[src/rtl/xcvr_dir_pkg.sv]
// Shared constants and types for the transceiver direction controller.
// Assumes the 8-bit control register layout used by the whole block.
package xcvr_dir_pkg;

    localparam int unsigned CTRL_W      = 8;
    localparam int unsigned MODE_LSB    = 0;
    localparam int unsigned MODE_W      = 2;
    localparam int unsigned XCVR_EN_BIT = 3;
    localparam int unsigned TERM_BIT    = 6;

    localparam logic [CTRL_W-1:0] CTRL_RESET = 8'h03;

    typedef enum logic [MODE_W-1:0] {
        WM_FULL_DUPLEX = 2'd0,
        WM_ECHO        = 2'd1,
        WM_DTR_HALF    = 2'd2,
        WM_AUTO_HALF   = 2'd3
    } wire_mode_e;

endpackage

[src/rtl/xcvr_ctrl_reg.sv]
// Port control register. Stores all bits on a write at CTRL_ADDR and
// returns them on reads at that address, and zero elsewhere.
// Assumes one write per cycle and a read path that is sampled by the bus.
module xcvr_ctrl_reg #(
    parameter int unsigned            ADDR_W    = 4,
    parameter int unsigned            DATA_W    = 8,
    parameter logic [ADDR_W-1:0]      CTRL_ADDR = 4'hF,
    parameter logic [DATA_W-1:0]      RST_VAL   = 8'h03
) (
    input  logic              clk,
    input  logic              rst_n,
    input  logic [ADDR_W-1:0] addr,
    input  logic              wr,
    input  logic [DATA_W-1:0] wdata,
    output logic [DATA_W-1:0] rdata,
    output logic [DATA_W-1:0] ctrl_q
);

    logic hit;

    // Address decode shared by the write and read paths.
    assign hit = (addr == CTRL_ADDR);

    // Register storage with synchronous reset.
    always_ff @(posedge clk) begin
        if (!rst_n) begin
            ctrl_q <= RST_VAL;
        end else if (wr && hit) begin
            ctrl_q <= wdata;
        end
    end

    // Read mux: contents at the register address, zero elsewhere.
    always_comb begin
        rdata = hit ? ctrl_q : '0;
    end

    // a write to another address must not disturb the register.
    p_foreign_write_r2: assert property (@(posedge clk) disable iff (!rst_n)
        (wr && !hit) |=> $stable(ctrl_q));

endmodule

[src/rtl/xcvr_mode_decode.sv]
// Combinational decision of driver and receiver enables from the wire
// mode, the global enable and the UART status inputs.
// Assumes the inputs are already synchronous to clk.
module xcvr_mode_decode
    import xcvr_dir_pkg::*;
(
    input  wire_mode_e mode,
    input  logic       xcvr_en,
    input  logic       dtr,
    input  logic       tx_pending,
    input  logic       tx_busy,
    output logic       nxt_drv,
    output logic       nxt_rcv
);

    logic drv_raw;
    logic rcv_raw;

    // Per-mode driver and receiver choice before the global gate.
    always_comb begin
        unique case (mode)
            WM_FULL_DUPLEX: begin
                drv_raw = 1'b1;
                rcv_raw = 1'b1;
            end
            WM_ECHO: begin
                drv_raw = dtr;
                rcv_raw = 1'b1;
            end
            WM_DTR_HALF: begin
                drv_raw = dtr;
                rcv_raw = !dtr;
            end
            default: begin
                drv_raw = tx_pending || tx_busy;
                rcv_raw = !(tx_pending || tx_busy);
            end
        endcase
    end

    // Global transceiver gate forces both directions off.
    always_comb begin
        nxt_drv = xcvr_en && drv_raw;
        nxt_rcv = xcvr_en && rcv_raw;
    end

endmodule

[src/rtl/xcvr_pin_reg.sv]
// Output flops for the transceiver pins, so no combinational glitch
// reaches the board. Assumes a reset value of all zeros is safe.
module xcvr_pin_reg #(
    parameter int unsigned PIN_W = 3
) (
    input  logic             clk,
    input  logic             rst_n,
    input  logic [PIN_W-1:0] d,
    output logic [PIN_W-1:0] q
);

    // One flop per pin with synchronous reset to off.
    always_ff @(posedge clk) begin
        if (!rst_n) begin
            q <= '0;
        end else begin
            q <= d;
        end
    end

endmodule

[src/rtl/xcvr_dir_ctrl.sv]
// Top of the transceiver direction controller. Connects the control
// register, the mode decoder and the pin flops. Assumes all inputs are
// synchronous to clk and the register bus is single-cycle.
module xcvr_dir_ctrl
    import xcvr_dir_pkg::*;
#(
    parameter int unsigned        ADDR_W    = 4,
    parameter logic [ADDR_W-1:0]  CTRL_ADDR = 4'hF
) (
    input  logic              clk,
    input  logic              rst_n,
    input  logic [ADDR_W-1:0] reg_addr,
    input  logic              reg_wr,
    input  logic [CTRL_W-1:0] reg_wdata,
    output logic [CTRL_W-1:0] reg_rdata,
    input  logic              dtr,
    input  logic              tx_fifo_nonempty,
    input  logic              tx_shift_busy,
    output logic              drv_en,
    output logic              rcv_en,
    output logic              term_en
);

    localparam int unsigned PIN_W = 3;

    logic [CTRL_W-1:0] ctrl_q;
    wire_mode_e        mode;
    logic              xcvr_en;
    logic              nxt_drv;
    logic              nxt_rcv;
    logic [PIN_W-1:0]  pin_d;
    logic [PIN_W-1:0]  pin_q;

    xcvr_ctrl_reg #(
        .ADDR_W    (ADDR_W),
        .DATA_W    (CTRL_W),
        .CTRL_ADDR (CTRL_ADDR),
        .RST_VAL   (CTRL_RESET)
    ) ctrl_i (
        .clk    (clk),
        .rst_n  (rst_n),
        .addr   (reg_addr),
        .wr     (reg_wr),
        .wdata  (reg_wdata),
        .rdata  (reg_rdata),
        .ctrl_q (ctrl_q)
    );

    // Field extraction from the stored control word.
    assign mode    = wire_mode_e'(ctrl_q[MODE_LSB +: MODE_W]);
    assign xcvr_en = ctrl_q[XCVR_EN_BIT];

    xcvr_mode_decode dec_i (
        .mode       (mode),
        .xcvr_en    (xcvr_en),
        .dtr        (dtr),
        .tx_pending (tx_fifo_nonempty),
        .tx_busy    (tx_shift_busy),
        .nxt_drv    (nxt_drv),
        .nxt_rcv    (nxt_rcv)
    );

    // Pack the three pin decisions for the output flops.
    assign pin_d = {ctrl_q[TERM_BIT], nxt_rcv, nxt_drv};

    xcvr_pin_reg #(
        .PIN_W (PIN_W)
    ) pins_i (
        .clk   (clk),
        .rst_n (rst_n),
        .d     (pin_d),
        .q     (pin_q)
    );

    assign drv_en  = pin_q[0];
    assign rcv_en  = pin_q[1];
    assign term_en = pin_q[2];

    // disabled transceiver gives both pins off on the next edge.
    p_gate_off_r3: assert property (@(posedge clk) disable iff (!rst_n)
        !ctrl_q[XCVR_EN_BIT] |=> (!drv_en && !rcv_en));

    // full duplex keeps both directions on.
    p_full_duplex_r4: assert property (@(posedge clk) disable iff (!rst_n)
        (ctrl_q[XCVR_EN_BIT] && ctrl_q[1:0] == 2'd0) |=> (drv_en && rcv_en));

    // echo mode keeps the receiver on and keys the driver from DTR.
    p_echo_r5: assert property (@(posedge clk) disable iff (!rst_n)
        (ctrl_q[XCVR_EN_BIT] && ctrl_q[1:0] == 2'd1) |=> (rcv_en && drv_en == $past(dtr)));

    // half-duplex modes never drive and listen at once.
    p_half_excl_r6: assert property (@(posedge clk) disable iff (!rst_n)
        (ctrl_q[XCVR_EN_BIT] && ctrl_q[1]) |=> (drv_en != rcv_en));

    // pending or shifting data in automatic mode turns the driver on.
    p_auto_on_r7: assert property (@(posedge clk) disable iff (!rst_n)
        (ctrl_q[XCVR_EN_BIT] && ctrl_q[1:0] == 2'd3 && (tx_fifo_nonempty || tx_shift_busy))
        |=> drv_en);

    // termination pin follows the stored bit one edge later.
    p_term_r8: assert property (@(posedge clk) disable iff (!rst_n)
        1'b1 |=> (term_en == $past(ctrl_q[TERM_BIT])));

endmodule

[config.mk]
export PLATFORM = sky130hd
export DESIGN_NAME = xcvr_dir_ctrl
export DESIGN_NICKNAME = d
export VERILOG_FILES = /design/src/rtl/xcvr_dir_pkg.sv /design/src/rtl/xcvr_ctrl_reg.sv /design/src/rtl/xcvr_mode_decode.sv /design/src/rtl/xcvr_pin_reg.sv /design/src/rtl/xcvr_dir_ctrl.sv
export SDC_FILE = /design/constraint.sdc
export NUM_CORES = 1
export LEC_CHECK = 0
export BUFFER_PORTS_ARGS = -buffer_cell sky130_fd_sc_hd__buf_4
export CAP_MARGIN = 20
export CORE_MARGIN = 4
export CORE_UTILIZATION = 43
export DETAILED_ROUTE_END_ITERATION = 7
export MAX_ROUTING_LAYER = met4
export PLACE_DENSITY = 0.76
export SETUP_SLACK_MARGIN = 0.05
export SYNTH_ARGS = -nofsm -noshare
export SYNTH_HDL_FRONTEND = slang
export SYNTH_SLANG_ARGS = --single-unit
[constraint.sdc]
create_clock -name clk -period 1.5 [get_ports clk]
set_input_delay 0.075 -clock clk [delete_from_list [all_inputs] [get_ports clk]]
set_output_delay 0.075 -clock clk [all_outputs]
set_load 0.01 [all_outputs]
==> impl_metrics.toml, run 1 <==
[run_status]
status = "complete, no violations"

[yosys]
syn_area_per_cell_um2 = 9.30
synth_area_leader_cell = "dfxtp_1"
synth_edf_count = 0
yosysUniqueCellTypes = 19
yosys_warnings = 0
netlist_area_um2 = 577
yosysSeqAreaShare_pct = 38.2
ys.flop_type = "dfxtp_1"
yosys_register_bits = 11
synthTopCellsByArea = "dfxtp_1, o21ai_2, and2_1, ha_1, nand4_1"
synthArstFlopShare_pct = 0
ys_top_cells_by_count = "dfxtp_1, and2_1, nand2_1, nand4_1, o21ai_2"
syn_inst = 62
syn_nets = 84
synth_top_area_share_pct = 38.2
synthMostInstantiatedCell = "dfxtp_1"

[final_layout]
diodes = 0
area_delta_synth_final_pct = 38.0
fill_cells = 102
drive_gt1_share_pct = 46.1
nNetsFinal = 112

[sta]
rsz0062_at_grt = "no"
fin_setup_tns_ns = 0
max_slew.worst_pin.slew_ns = 0.405
period_share_pct = 89.5
fmax_mhz = 744
slew_headroom_pct = 72.3
period_needed_ns = 1.34
slew_viol_final = 0
setup_viol = 0
post-route-worst-setup-slack_ns = 0.157
finalClockSkew_ns = 0.000520
holdWs_ns = 0.0474
finalHoldViolCount = 0

[detailed_routing]
first_pass_iters = 4
drt_iter0_drc = 5
drc = 0
route.top_layer_used = "met4"
vias = 523
routed-wl-met3_um = 97
totalWireLength_mm = 1.25
vias_per_cell = 5.08
met2_length_um = 609
wire_per_inst_um = 12.2
wl_met1_um = 518
ant_nets = 0

[worst_setup_path]
worstReg2RegStart = "ctrl_i.ctrl_q[0]$_SDFFE_PN1P_"
crit_start = "ctrl_i.ctrl_q[0]$_SDFFE_PN1P_"
start_kind = "flip-flop"
critical_path_class = "flip-flop to flip-flop"
r2r_cells = 4
worst_ep_required_time_ns = 1.65
cp_max_fo = 4
end_kind = "flip-flop"
arrival_ns = 1.49

[placed_design]
dp_slack_ns = 0.192
io_buffer_count = 28
place_hpwl_um = 910
place_congestion = 0.712

[floorplanning]
core_area_um2 = 1190
rows = 12
io-pin-count = 29
start_util_pct = 48.6
die_w_um = 44.6
die_y_um = 44.6
dieArea_um2 = 1990

[power]
p_leak_nw = 0.384
p_per_area_nw_per_um2 = 721
power_mw = 0.574
vdd_drop_max_v = 0.000416

[global_routing]
track_usage_pct = 14.8
grt_pass1_vias = 503
grt_max_degree = 18
grt_pass1_wl_mm = 2.07
grt_overflow = 0
antenna_found_initial = 0

[clock_network]
cts_buffers = 3
cts_hold_buffers = 0
clk_pin_slew_ns = 0.07
clock-sinks = 11
h-tree-depth = 1
clk_root_buffer_cell = "clkbuf_4"
clk_latency_ns = 0.27
clk_path_buf_depth = 2
cts_tree = "yes"
postCtsSetupBuffers = 0
cts-resized-gates = 0

[job]
drv_cap = 0

[min_path]
hold_path_depth = 3
hold_start = "reg_wdata[6]"
hold_path_class = "input port to flip-flop"
==> power breakdown <==
part | switching [mW] | internal, mW
combinational | 0.0284 | 0.0392
clock | 0.106 | 0.103
sequential | 0.00202 | 0.295
==> worst max-delay path: stages, from the launching register on <==
cell       delay, ns
dfxtp_1         0.37
inv_1           0.10
ha_1            0.20
a2111oi_0       0.44
nor3_1          0.11
==> cell families after synthesis <==
family | after synthesis | synth area share (%)
DFF | 11 | 38.2
adders and majority gates | 4 | 8.68
buffers and inverters | 9 | 8.68
and+or+nand+nor | 27 | 26.9
AOI/OAI and AO/OA | 11 | 17.6
==> per-stage QoR <==
| step | utilization (%) | area (um2) | instances |
|---|---|---|---|
| after floorplan | - | 577 | 62 |
| after global placement | 64.9 | 769 | 99 |
| after detailed placement | 64.9 | 769 | 99 |
| after CTS | 67.1 | 796 | 103 |
| after global routing | 67.1 | 796 | 103 |
| final | 67.1 | 796 | 103 |
==> metal layers <==
layer	track usage, %	vias up
met3	4.47	4
met1	15.1	234
met4	9.04	0
met5	-	-
li1	-	266
met2	24.4	19
==> layout make-up <==
class	instances	area, um2	share of cell area (%)
clock buffer	4	26.3	3.30
inverter	4	15.0	1.89
multi-input combinational	42	307	38.5
sequential	11	220	27.7
tap	14	17.5	2.20
timing repair buffer	28	210	26.4
==> layout by cell type (no fill, tap or decap), drive strengths merged <==
cell type  count
nor2b          1
dfxtp         11
a211oi         2
nand2          6
nand3          2
o211ai         2
and4           1
nand4          6
buf           28
ha             4
nor3           1
a2111oi        1
o21ai          6
and2           9
clkbuf         4
nor2           1
inv            4
==> sequential cells by signal, indices dropped and copies added (netlist names) <==
signal         cells
ctrl_i.ctrl_q      8
pins_i.q           3
==> worst paths after layout <==
kind                                                       to  slack, ns
worst max-delay path                   pins_i.q[1]$_SDFF_PN0_       0.16
worst min-delay path            ctrl_i.ctrl_q[6]$_SDFFE_PN0P_       0.05
worst max register to register         pins_i.q[1]$_SDFF_PN0_       0.16
worst min register to register  ctrl_i.ctrl_q[5]$_SDFFE_PN0P_       0.46
(Power assumes the default switching activity.)
==> run 2: changes to the inputs <==
Settings changed: ABC_AREA from default to 1, CORE_UTILIZATION 43 to 39, PLACE_DENSITY 0.76 to 0.72.
Clock period 1.5 ns to 1.2 ns, I/O delays scaled along.
==> run 2 against run 1 <==
First-iteration DRC count rose by 80%. Maximum frequency grew 27%. Cell area increased by 6.9%. Global-route usage decreased by 0.39 points. Register-to-register slack hardly changed. Critical path type unchanged. Highest routed layer unchanged.
==> impl_metrics.toml, run 2 <==
[sta]
setup_viol = 0
period_share_pct = 87.9
slew_headroom_pct = 83.4
fin_setup_tns_ns = 0
finalHoldViolCount = 0
max_slew.worst_pin.slew_ns = 0.247
period_needed_ns = 1.06
rsz0062_at_grt = "no"
holdWs_ns = 0.0377
slew_viol_final = 0
fmax_mhz = 948
finalClockSkew_ns = 0.000478

[min_path]
hold_path_class = "input port to flip-flop"
hold_path_depth = 3
hold_start = "reg_wdata[1]"
whs_endpoint = "ctrl_i.ctrl_q[1]$_SDFFE_PN1P_"

[yosys]
yosysSeqAreaShare_pct = 36.9
ys.flop_type = "dfxtp_1"
syn_inst = 88
yosys_warnings = 0
ys_top_cells_by_count = "inv_1, nand2_1, nor2_1"
syn_nets = 110
netlist_area_um2 = 597
yosysUniqueCellTypes = 15
synthArstFlopShare_pct = 0
synth_edf_count = 0
yosys_register_bits = 11
synth_area_leader_cell = "dfxtp_1"
syn_area_per_cell_um2 = 6.78
synthMostInstantiatedCell = "inv_1"
synthTopCellsByArea = "dfxtp_1, inv_1, nand3_1, nand2_1, nor2_1"
synth_top_area_share_pct = 36.9

[power]
vdd_drop_max_v = 0.000489
p_per_area_nw_per_um2 = 859
p_leak_nw = 0.449

[detailed_routing]
first_pass_iters = 4
drc = 0
vias = 613
drt_iter0_drc = 9
totalWireLength_mm = 1.36
vias_per_cell = 4.61
wire_per_inst_um = 10.2
ant_nets = 0

[final_layout]
final_common_cell = "buf_4"
fill_cells = 137
drive_gt1_share_pct = 33.1
largest_reg_flops = 8
nNetsFinal = 141
ff_latch_area_um2 = 223
diodes = 0
area_delta_synth_final_pct = 42.6
top_register = "ctrl_i.ctrl_q"
multi_input_comb_area_um2 = 298
reg_top3 = "ctrl_i.ctrl_q: 8 flops, pins_i.q: 3 flops"
layout_common_cells = "buf_4, inv_1, nand2_1, nor2_1, nand3_1"

[global_routing]
grt_pass1_wl_mm = 2.20
antenna_found_initial = 0
grt_max_degree = 16
track_usage_pct = 14.4
grt_pass1_vias = 561
grt_overflow = 0

[clock_network]
cts_tree = "yes"
cts_buffers = 3
clk_root_buffer_cell = "clkbuf_4"
clock-sinks = 11
clk_pin_slew_ns = 0.07
postCtsSetupBuffers = 0
clk_path_buf_depth = 2
cts-resized-gates = 0
clk_latency_ns = 0.26
cts_hold_buffers = 0
h-tree-depth = 1

[job]
drv_cap = 0

[worst_setup_path]
worstReg2RegStart = "ctrl_i.ctrl_q[0]$_SDFFE_PN1P_"
timing.rr.end = "pins_i.q[0]$_SDFF_PN0_"
r2r_cells = 6
worst_ep_required_time_ns = 1.35
critical_path_class = "flip-flop to flip-flop"
end_kind = "flip-flop"
r2r_setup_slack_ns = 0.14
arrival_ns = 1.21
cp_max_fo = 4
start_kind = "flip-flop"

[floorplanning]
io-pin-count = 29
die_y_um = 47.1
start_util_pct = 43.7
dieArea_um2 = 2220
die_w_um = 47.1
core_area_um2 = 1370
rows = 13

[run_status]
status = "complete, no violations"

[placed_design]
place_congestion = 0.717
io_buffer_count = 28
place_hpwl_um = 996
run 2: cell count changes after synthesis, sizes merged, moves of 6 or more:
| cell | previous run | this run |
|---|---|---|
| a21oi | 0 | 8 |
| and2 | 9 | 0 |
| inv | 4 | 18 |
| nand2 | 6 | 15 |
| nand3 | 2 | 11 |
| nand4 | 6 | 0 |
| nor2 | 1 | 15 |
run 2: worst max path at each step:
| stage | start | endpoint | slack, ns |
|---|---|---|---|
| after floorplan | ctrl_i.ctrl_q[0]$_SDFFE_PN1P_ | pins_i.q[0]$_SDFF_PN0_ | 0.12 |
| after global placement | ctrl_i.ctrl_q[0]$_SDFFE_PN1P_ | pins_i.q[0]$_SDFF_PN0_ | 0.09 |
| after detailed placement | ctrl_i.ctrl_q[0]$_SDFFE_PN1P_ | pins_i.q[0]$_SDFF_PN0_ | 0.07 |
| after CTS | ctrl_i.ctrl_q[0]$_SDFFE_PN1P_ | pins_i.q[0]$_SDFF_PN0_ | 0.05 |
| after global routing | ctrl_i.ctrl_q[0]$_SDFFE_PN1P_ | pins_i.q[0]$_SDFF_PN0_ | 0.07 |
| final | ctrl_i.ctrl_q[0]$_SDFFE_PN1P_ | pins_i.q[0]$_SDFF_PN0_ | 0.14 |
run 2: kinds of logic (layout without fill, tap and decap cells):
kind of cell	after synthesis	after routing	synth area share, %
buffers and inverters	21	51	15.3
AND/OR/NAND/NOR	42	42	30.6
flip-flops	11	11	36.9
adder cells (fa/ha/maj)	4	4	8.39
AO/OA/AOI/OAI	10	10	8.80
run 2: worst max-delay path, stage by stage (launching register included):
cell      delay, ns
dfxtp_2        0.36
inv_2          0.07
ha_4           0.23
nand2_1        0.06
inv_1          0.03
o21bai_1       0.12
a21oi_1        0.07
run 2: final cells by class:
type                    count  share of cell area [%]
clock buffers               4                    3.09
inverters                  18                    7.94
multi-input cells          56                    35.0
flip-flops and latches     11                    26.2
well taps                  15                    2.21
repair buffers             29                    25.6
run 2: metal layers:
| metal | wire length [um] | track usage, % | share of wire, % | vias up |
|---|---|---|---|---|
| li1 | - | - | - | 326 |
| met1 | 599 | 18.2 | 44 | 256 |
| met2 | 606 | 21.4 | 45 | 27 |
| met3 | 128 | 3.45 | 9.4 | 4 |
| met4 | 19 | 6.63 | 1.4 | 0 |
| met5 | 0 | - | 0 | - |
run 2: per-stage QoR:
stage | utilization, % | worst slack [ns] | instances | cell area, um2 | power, mW
2_1_floorplan | - | 0.123 | 88 | 597 | 0.433
3_3_place_gp | 59.2 | 0.0865 | 129 | 810 | 0.486
3_5_place_dp | 59.2 | 0.0666 | 129 | 810 | 0.487
4_1_cts | 61.2 | 0.0503 | 133 | 836 | 0.743
5_1_grt | 62.3 | 0.0720 | 133 | 851 | 0.778
6_report | 62.3 | 0.145 | 133 | 851 | 0.731
run 2: power by group:
part	switching (mW)	leakage [nW]	internal (mW)	total [mW]
registers	0.00467	0.0881	0.372	0.377
clock network	0.122	0.0150	0.129	0.251
logic	0.0481	0.346	0.0560	0.104
total	0.175	0.449	0.556	0.731
==> run 3: changes to the inputs <==
Settings changed: ABC_AREA 1 to default, CORE_AREA from default to 4 4 41 43, CORE_MARGIN 4 to default, CORE_UTILIZATION 39 to default, DIE_AREA from default to 0 0 45 47, PLACE_DENSITY 0.72 to 0.76.
Clock period 1.2 ns to 1.4 ns, I/O delays scaled along.
==> run 3 against run 2 <==
Global-route usage up 0.30 points. Worst hold slack better by 0.010 ns. Die area down 4.7%. Worst setup slack better by 0.0030 ns. Clock skew up 0.0032 ns. First-iteration DRC count down 44%. Count of clock-buffer cells in the layout unchanged. Utilization down 0.83 points. Combinational power down 30%. Maximum frequency down 16%. Largest cell class unchanged. Largest power group unchanged. Highest routed layer is now met3.
==> impl_metrics.toml, run 3 (synthesis gave the netlist of run 1 again) <==
[run_status]
status = "complete, no violations"

[final_layout]
reg_top3 = "ctrl_i.ctrl_q: 8 flops, pins_i.q: 3 flops"
nNetsFinal = 112
multi_input_comb_area_um2 = 308
layout_common_cells = "buf_4, dfxtp_1, and2_1"
fin_area_um2 = 800
fill_cells = 130
largest_reg_flops = 8
drive_gt1_share_pct = 47.2
final_common_cell = "buf_4"
ff_latch_area_um2 = 221
instances_no_fill = 104
area_delta_synth_final_pct = 38.6
top_register = "ctrl_i.ctrl_q"
diodes = 0

[worst_setup_path]
critical_path_class = "flip-flop to flip-flop"
cp_max_fo = 4
arrival_ns = 1.40
end_kind = "flip-flop"
start_kind = "flip-flop"
worst_ep_required_time_ns = 1.55

[floorplanning]
die_w_um = 45
dieArea_um2 = 2120
core_area_um2 = 1300
rows = 13
io-pin-count = 29
die_y_um = 47
start_util_pct = 44.3

[power]
p_switching_mw = 0.135
p_per_area_nw_per_um2 = 756
p_leak_nw = 0.383
power_frac_seq_pct = 52.8
p_int_mw = 0.469
p_clk_share_pct = 35.1
p_comb_share_pct = 12.1
p_sw_share_pct = 22.4
power_mw = 0.604
vdd_drop_max_v = 0.000401

[sta]
fmax_mhz = 799
finalClockSkew_ns = 0.00365
finalHoldViolCount = 0
max_slew.worst_pin.slew_ns = 0.325
slew_headroom_pct = 78.3
post-route-worst-setup-slack_ns = 0.148
fin_setup_tns_ns = 0
rsz0062_at_grt = "no"
period_needed_ns = 1.25
setup_viol = 0
slew_viol_final = 0
period_share_pct = 89.4

[placed_design]
place_congestion = 0.681
dp_slack_ns = 0.101
dp.cells = 100
place_hpwl_um = 952
io_buffer_count = 28
placed_area_um2 = 771

[global_routing]
antenna_found_initial = 0
grt_pass1_wl_mm = 2.20
grt_overflow = 0
track_usage_pct = 14.7
grt_max_degree = 18
grt_pass1_vias = 533

[detailed_routing]
drc = 0
vias = 533
first_pass_iters = 6
vias_per_cell = 5.13
ant_nets = 0
wire_per_inst_um = 12.2
totalWireLength_mm = 1.26
drt_iter0_drc = 5

[clock_network]
cts_buffers = 3
cts_tree = "yes"
clk_latency_ns = 0.26
clk_pin_slew_ns = 0.07
clock-sinks = 11
clk_path_buf_depth = 2
h-tree-depth = 1
clk_root_buffer_cell = "clkbuf_4"

[job]
drv_cap = 0

[min_path]
hold_path_class = "input port to flip-flop"
## run 3: cell types whose count changed in the layout (fill, tap and decap cells not counted), sizes merged, moves of 2 or more
cell and change:
and2 +9, nor2 -14, a211oi +2, o21ai +5, a21oi -8, o211ai +2
nand2 -9, nand4 +6, inv -14, nand3 -9
## run 3: worst paths after layout
kind                                    to  depth (start not counted)                     startpoint  slack, ns
max reg2reg         pins_i.q[1]$_SDFF_PN0_                          4  ctrl_i.ctrl_q[1]$_SDFFE_PN1P_       0.15
max                 pins_i.q[1]$_SDFF_PN0_                          4  ctrl_i.ctrl_q[1]$_SDFFE_PN1P_       0.15
min          ctrl_i.ctrl_q[0]$_SDFFE_PN1P_                          3                   reg_wdata[0]       0.05
min reg2reg  ctrl_i.ctrl_q[5]$_SDFFE_PN0P_                          2  ctrl_i.ctrl_q[5]$_SDFFE_PN0P_       0.46
## run 3: critical path: stages (launching register included)
cell	delay [ns]
dfxtp_1	0.38
inv_1	0.09
ha_1	0.20
a2111oi_1	0.36
nor3_1	0.10
## run 3: power groups by stage
stage | registers (mW) | logic (mW) | clock network (mW)
finish | 0.319 | 0.0732 | 0.212
global route | 0.320 | 0.0799 | 0.244
CTS | 0.319 | 0.0731 | 0.224
detailed placement | 0.326 | 0.0727 | 0
global placement | 0.326 | 0.0709 | 0
floorplan | 0.326 | 0.0300 | 0
## run 3: through the flow
| step | hold slack (ns) | utilization [%] |
|---|---|---|
| 5_1_grt | 0.0377 | 61.4 |
| 3_3_place_gp | 0.316 | 59.2 |
| 6_report | 0.0478 | 61.4 |
| 2_1_floorplan | 0.202 | - |
| 3_5_place_dp | 0.319 | 59.2 |
| 4_1_cts | 0.0379 | 61.3 |
## run 3: what timing repair did
action,CTS,global route
setup buffers,0,0
hold buffers,0,0
gates resized for setup,0,2
setup endpoints to repair,0,1
## run 3: layout make-up
| cell class | instances | area share, % |
|---|---|---|
| Clock buffer | 4 | 3.29 |
| Inverter | 4 | 1.88 |
| Multi-Input combinational cell | 42 | 38.5 |
| Sequential cell | 11 | 27.7 |
| Tap cell | 15 | 2.35 |
| Timing Repair Buffer | 28 | 26.3 |
## run 3: per-layer routing
| metal | vias to the layer above | GRT usage, % | part of all wire [%] |
|---|---|---|---|
| li1 | 269 | - | - |
| met1 | 242 | 16.9 | 42 |
| met2 | 22 | 23.4 | 48 |
| met3 | 0 | 4.21 | 10 |
| met4 | 0 | 7.02 | 0 |
| met5 | - | - | 0 |
